==> config.mk <==
export PLATFORM = sky130hd
export DESIGN_NAME = reset_cause_recorder
export DESIGN_NICKNAME = d
export VERILOG_FILES = /design/src/rtl/rcd_pkg.sv /design/src/rtl/rcd_ctrl.sv /design/src/rtl/rcd_capture.sv /design/src/rtl/rcd_datapath.sv /design/src/rtl/reset_cause_recorder.sv
export SDC_FILE = /design/constraint.sdc
export NUM_CORES = 1
export LEC_CHECK = 0
export ABC_AREA = 1
export BUFFER_PORTS_ARGS = -buffer_cell sky130_fd_sc_hd__buf_4
export CAP_MARGIN = 20
export CORE_MARGIN = 1
export CORE_UTILIZATION = 25
export DETAILED_ROUTE_END_ITERATION = 8
export HOLD_SLACK_MARGIN = 0.15
export PLACE_DENSITY = 0.49
export SLEW_MARGIN = 20
export SYNTH_ARGS = -nofsm -noshare
export SYNTH_HDL_FRONTEND = slang
export SYNTH_SLANG_ARGS = --single-unit
==> constraint.sdc <==
create_clock -name clk -period 3.4 [get_ports clk]
set_input_delay 0.68 -clock clk [delete_from_list [all_inputs] [get_ports clk]]
set_output_delay 0.68 -clock clk [all_outputs]
set_load 0.05 [all_outputs]
==> src/rtl/rcd_pkg.sv <==
package rcd_pkg;
  localparam int CAUSE_W = 5;
  localparam int DUMPS = 2;
  typedef struct packed {
    logic             wipe;
    logic [DUMPS-1:0] grab;
  } rcd_strobe_t;
endpackage

==> src/rtl/rcd_ctrl.sv <==
module rcd_ctrl
  import rcd_pkg::*;
(
  input  logic               clk,
  input  logic               rstN,
  input  logic               porReq,
  input  logic               lowPwrReq,
  input  logic               ndmReq,
  input  logic               swReq,
  input  logic               sysReq,
  input  logic [DUMPS-1:0]   armSet,
  input  logic [CAUSE_W-1:0] causeClr,
  output logic [CAUSE_W-1:0] causeQ,
  output logic [DUMPS-1:0]   armedQ,
  output rcd_strobe_t        strobe
);
  logic [CAUSE_W-1:0] reqBits;
  logic sysEvent;

  assign reqBits  = {sysReq, swReq, ndmReq, lowPwrReq, 1'b0};
  assign sysEvent = |reqBits;

  always_ff @(posedge clk or negedge rstN) begin
    if (!rstN) begin
      causeQ <= CAUSE_W'(1);
      armedQ <= '0;
    end else if (porReq) begin
      causeQ <= CAUSE_W'(1);
      armedQ <= '0;
    end else begin
      causeQ <= (causeQ & ~causeClr) | reqBits;
      armedQ <= (armedQ & ~{DUMPS{sysEvent}}) | armSet;
    end
  end

  always_comb begin
    strobe.wipe = porReq;
    strobe.grab = (sysEvent && !porReq) ? armedQ : '0;
  end

  p_por_state_r1: assert property (@(posedge clk) disable iff (!rstN)
    porReq |=> (causeQ == CAUSE_W'(1)) && (armedQ == '0));
  p_lowpwr_sets_r2: assert property (@(posedge clk) disable iff (!rstN)
    (lowPwrReq && !porReq) |=> causeQ[1]);
  p_sticky_r3: assert property (@(posedge clk) disable iff (!rstN)
    (!porReq && causeQ[3] && !causeClr[3]) |=> causeQ[3]);
  p_selfclear_r6: assert property (@(posedge clk) disable iff (!rstN)
    (!porReq && sysEvent && armedQ[0] && !armSet[0]) |=> !armedQ[0]);
endmodule

==> src/rtl/rcd_capture.sv <==
module rcd_capture #(
  parameter int W     = 64,
  parameter int IDX_W = 3
) (
  input  logic             clk,
  input  logic             rstN,
  input  logic             wipe,
  input  logic             grab,
  input  logic [W-1:0]     din,
  input  logic [IDX_W-1:0] idx,
  output logic [31:0]      word
);
  localparam int WORDS = (W + 31) / 32;
  localparam int PAD_W = WORDS * 32;

  logic [W-1:0]     store;
  logic [PAD_W-1:0] padded;
  logic [31:0]      wordArr [WORDS];

  always_ff @(posedge clk or negedge rstN) begin
    if (!rstN)      store <= '0;
    else if (wipe)  store <= '0;
    else if (grab)  store <= din;
  end

  assign padded = PAD_W'(store);

  for (genvar k = 0; k < WORDS; k++) begin : g_word
    assign wordArr[k] = padded[k*32 +: 32];
  end

  always_comb begin
    word = '0;
    for (int k = 0; k < WORDS; k++) begin
      if (idx == IDX_W'(k)) word = wordArr[k];
    end
  end

  p_hold_r6: assert property (@(posedge clk) disable iff (!rstN)
    (!wipe && !grab) |=> $stable(store));
  p_oob_zero_r9: assert property (@(posedge clk) disable iff (!rstN)
    (int'(idx) >= WORDS) |-> (word == '0));
  p_wipe_r4: assert property (@(posedge clk) disable iff (!rstN)
    wipe |=> (store == '0));
endmodule

==> src/rtl/rcd_datapath.sv <==
module rcd_datapath
  import rcd_pkg::*;
#(
  parameter int CPU_W   = 128,
  parameter int ALERT_W = 256,
  parameter int IDX_W   = 4
) (
  input  logic               clk,
  input  logic               rstN,
  input  rcd_strobe_t        strobe,
  input  logic [CPU_W-1:0]   cpuDump,
  input  logic [ALERT_W-1:0] alertDump,
  input  logic               dumpSel,
  input  logic [IDX_W-1:0]   wordIdx,
  output logic [31:0]        dumpWord
);
  logic [31:0] cpuWord, alertWord;

  rcd_capture #(.W(CPU_W), .IDX_W(IDX_W)) i_cpuCap (
    .clk(clk), .rstN(rstN), .wipe(strobe.wipe), .grab(strobe.grab[0]),
    .din(cpuDump), .idx(wordIdx), .word(cpuWord));

  rcd_capture #(.W(ALERT_W), .IDX_W(IDX_W)) i_alertCap (
    .clk(clk), .rstN(rstN), .wipe(strobe.wipe), .grab(strobe.grab[1]),
    .din(alertDump), .idx(wordIdx), .word(alertWord));

  assign dumpWord = dumpSel ? alertWord : cpuWord;
endmodule

==> src/rtl/reset_cause_recorder.sv <==
module reset_cause_recorder
  import rcd_pkg::*;
#(
  parameter int CPU_W   = 128,
  parameter int ALERT_W = 256,
  parameter int IDX_W   = 4
) (
  input  logic               clk,
  input  logic               rstN,
  input  logic               porReq,
  input  logic               lowPwrReq,
  input  logic               ndmReq,
  input  logic               swReq,
  input  logic               sysReq,
  input  logic [CPU_W-1:0]   cpuDump,
  input  logic [ALERT_W-1:0] alertDump,
  input  logic [1:0]         armSet,
  input  logic [4:0]         causeClr,
  input  logic               dumpSel,
  input  logic [IDX_W-1:0]   wordIdx,
  output logic [4:0]         cause,
  output logic [1:0]         armed,
  output logic [IDX_W:0]     cpuWords,
  output logic [IDX_W:0]     alertWords,
  output logic [31:0]        dumpWord
);
  localparam int CPU_WORDS   = (CPU_W + 31) / 32;
  localparam int ALERT_WORDS = (ALERT_W + 31) / 32;

  rcd_strobe_t strobe;

  rcd_ctrl i_ctrl (
    .clk(clk), .rstN(rstN), .porReq(porReq), .lowPwrReq(lowPwrReq),
    .ndmReq(ndmReq), .swReq(swReq), .sysReq(sysReq), .armSet(armSet),
    .causeClr(causeClr), .causeQ(cause), .armedQ(armed), .strobe(strobe));

  rcd_datapath #(.CPU_W(CPU_W), .ALERT_W(ALERT_W), .IDX_W(IDX_W)) i_dp (
    .clk(clk), .rstN(rstN), .strobe(strobe), .cpuDump(cpuDump),
    .alertDump(alertDump), .dumpSel(dumpSel), .wordIdx(wordIdx),
    .dumpWord(dumpWord));

  assign cpuWords   = (IDX_W+1)'(CPU_WORDS);
  assign alertWords = (IDX_W+1)'(ALERT_WORDS);

  initial begin
    p_idx_fits_r9: assert (CPU_WORDS <= (1 << IDX_W) && ALERT_WORDS <= (1 << IDX_W));
  end
endmodule

==> flow_metrics.env <==
export IMPL_hp_class="input port to async pin"
export IMPL_synthXorXnorAreaFrac_pct=0
export IMPL_synth_area_top_cells="dfrtp_1, nand3_1, o21ai_0, inv_1, nand2_1"
export IMPL_finalCriticalPeriod_ns=3.304
export IMPL_initial_core_util_pct=25.42
export IMPL_grt_pass1_vias=17820
export IMPL_p_sw_mw=3.349
export IMPL_postSynthAreaPerCell_um2=8.035
export IMPL_ys_async_sr_fraction_pct=100.0
export IMPL_path_max_fanout=87
export IMPL_place_ws_ns=0.08003
export IMPL_postSynthCellCount=2324
export IMPL_swShare_pct=27.94
export IMPL_cp_required_ns=2.72
export IMPL_ioPinCount=452
export IMPL_cp_end_kind="primary output"
export IMPL_worst_pin_slew_ns=1.001
export IMPL_synth_area_mux_share_pct=0
export IMPL_slew_viol_final=0
export IMPL_power_leakage_nw=12.35
export IMPL_status="finished, final reports clean"
export IMPL_final_hold_violation_count=0
export IMPL_yosys_area_share_simple_pct=19.53
export IMPL_grt_antenna_before_repair=8
export IMPL_dieHeight_um=275.3
export IMPL_fin_ws_ns=0.09567
export IMPL_detail_route_antenna_nets=0
export IMPL_synth_edff_count=0
export IMPL_clock_sinks=391
export IMPL_via_per_inst=4.832
export IMPL_fmax_mhz=302.6
export IMPL_clkPwrFrac_pct=43.4
export IMPL_row_count=99
export IMPL_rr_endpoint="i_dp.i_cpuCap.padded[17]$_DFFE_PN0P_"
export IMPL_peakVddDrop_uv=325.9
export IMPL_rsz0062_at_grt="no"
export IMPL_grt_max_degree=145
export IMPL_setup_viol=0
export IMPL_hold_buffers=0
export IMPL_grtUsageTotal_pct=20.63
export IMPL_dp_cells=3597
export IMPL_critPathKind="input port to primary output"
export IMPL_p_per_area_nw_per_um2=482.3
export IMPL_synth_most_common_cell="nand3_1"
export IMPL_core_um2=73450
export IMPL_drive_above_1_share_pct=21.73
export IMPL_nets=3091
export IMPL_drtPass1Iterations=5
export IMPL_reg2reg_depth=5
export IMPL_synth_fa_ha_area_share_pct=0
export IMPL_fp_dieW_um=275.3
export IMPL_cts_buffer_depth=3
export IMPL_synth_distinct_cells=26
export IMPL_overflow=0
export IMPL_htree_levels=2
export IMPL_routedWlPerCell_um=21.82
export IMPL_synth_yosys_warnings=0
export IMPL_cts_tree="yes"
export IMPL_fin_tns_setup_ns=0
export IMPL_dp_hpwl_um=60600
export IMPL_routed_wirelength_um=80420
export IMPL_dieArea_um2=75790
export IMPL_max_slew_margin_pct=33.24
export IMPL_reg2reg_from="i_ctrl.armedQ[0]$_DFF_PN0_"
export IMPL_area_delta_synth_final_pct=33.08
export IMPL_clkTransAtPathRegs_ns=0.06
export IMPL_drtIter0Drc=1707
export IMPL_gp_congestion=0.8794
export IMPL_synth_top_family_by_area="simple AND/OR/NAND/NOR gates"
export IMPL_synth_cell_area_um2=18670
export IMPL_internal_power_mw=8.636
export IMPL_clockRootBuffer="clkbuf_16"
export IMPL_ys_flop_type="dfrtp_1"
export IMPL_ys_seq_elements=391
export IMPL_numCtsBuffers=46
export IMPL_routed_via_count=17810
export IMPL_arrival_ns=2.62
export IMPL_rrSetupSlack_ns=1.53
export IMPL_cap_violations=0
export IMPL_synth_common_cells="nand3_1, o21ai_0, inv_1"
export IMPL_ys_seq_area_share_pct=52.41
export IMPL_synth_top_cell_area_share_pct=52.26
export IMPL_crit_path_start="wordIdx[3]"
export IMPL_finalCritPeriodShare_pct=97.19
export IMPL_clk_latency_ns=0.62
export IMPL_finClkSkew_ns=0.04145
export IMPL_port_buffers=441
export IMPL_grt_pass1_wl_um=115700
export IMPL_finalNonFillerCells=3685
export IMPL_drc_errors=0
export IMPL_start_kind="input port"
export IMPL_pwr_share_seq_pct=42.7
export IMPL_combPwrFrac_pct=13.9
export IMPL_yosysTopAreaCell="dfrtp_1"
export IMPL_synth_compound_area_share_pct=15.45
==> flip-flops by register name, indices dropped and copies added, names as in the netlist <==
| signal | count |
|---|---|
| i_ctrl.armedQ | 2 |
| i_ctrl.causeQ | 5 |
| i_dp.i_alertCap.padded | 256 |
| i_dp.i_cpuCap.padded | 128 |
==> worst max-delay path, stage by stage <==
cell     delay, ns
buf_4         0.12
nor2_4        0.25
buf_12        0.34
nand3_1       0.19
nand3_1       0.12
nor2_1        0.12
buf_4         0.16
nand4_1       0.16
nand3_1       0.10
nand2_1       0.11
buf_4         0.21
==> stage by stage <==
| stage | utilization (%) | area (um^2) | power (mW) | hold WS [ns] |
|---|---|---|---|---|
| 2_1_floorplan | - | 18700 | 5.892 | 0.3844 |
| 3_3_place_gp | 31.65 | 23250 | 6.865 | 0.4635 |
| 3_5_place_dp | 31.65 | 23250 | 6.879 | 0.4707 |
| 4_1_cts | 33.80 | 24830 | 12.12 | 0.1998 |
| 5_1_grt | 33.82 | 24850 | 12.45 | 0.2446 |
| 6_report | 33.83 | 24850 | 11.99 | 0.1895 |
==> placed cells by master (no fill, tap or decap), types with 8 or more instances in the layout <==
| cell type | instances |
|---|---|
| o211ai_1 | 9 |
| inv_1 | 415 |
| o21ai_0 | 436 |
| clkbuf_1 | 9 |
| dfrtp_1 | 390 |
| nor2_1 | 58 |
| buf_12 | 23 |
| clkinv_2 | 10 |
| nand2_1 | 165 |
| o221ai_1 | 24 |
| nand3_1 | 513 |
| a21oi_1 | 33 |
| clkbuf_8 | 8 |
| o22ai_1 | 32 |
| nand4_1 | 24 |
| clkbuf_16 | 46 |
| buf_4 | 476 |
| conb_1 | 10 |
==> power groups by stage <==
stage	combinational, mW	sequential [mW]	clock, mW
floorplan	0.745	5.15	0
global placement	1.66	5.20	0
detailed placement	1.68	5.20	0
CTS	1.68	5.12	5.32
global route	1.82	5.15	5.48
finish	1.66	5.12	5.20
==> cells by family after synthesis <==
group,count (synthesis)
AO/OA/AOI/OAI,543
other,2
AND/OR/NAND/NOR,777
flip-flops,391
buffers and inverters,611
==> worst max path at each step <==
stage,to,slack [ns],cells after the start
detailed placement,dumpWord[14],0.08,12
global placement,dumpWord[14],0.09,12
CTS,dumpWord[14],0.08,12
finish,dumpWord[8],0.1,11
global route,dumpWord[9],0.03,11
floorplan,dumpWord[11],0.30,8
==> area by class of cell <==
class                           count  area (um^2)
Antenna cell                        2        5.005
Clock buffer                       63         1295
Clock inverter                     21        281.5
Fill cell                        7717        48600
Inverter                          418         1577
Multi-Input combinational cell   1330         6646
Sequential cell                   391         9786
Tap cell                          959         1200
Timing Repair Buffer              501         4060
==> repair_timing <==
action	4_1_cts	5_1_grt
hold endpoints to repair	0	0
gates resized for setup	0	1
setup endpoints to repair	0	2
setup buffers	0	2
==> routing by layer <==
layer / up-vias / global-route usage [%] / part of all wire [%]
met4: 12 / 5.365 / 2.4
met5: - / 0 / 0.080
met3: 104 / 4.176 / 6.9
met2: 659 / 32.82 / 46
met1: 8655 / 28.44 / 45
li1: 8375 / - / -
(Power assumes the default switching activity.)
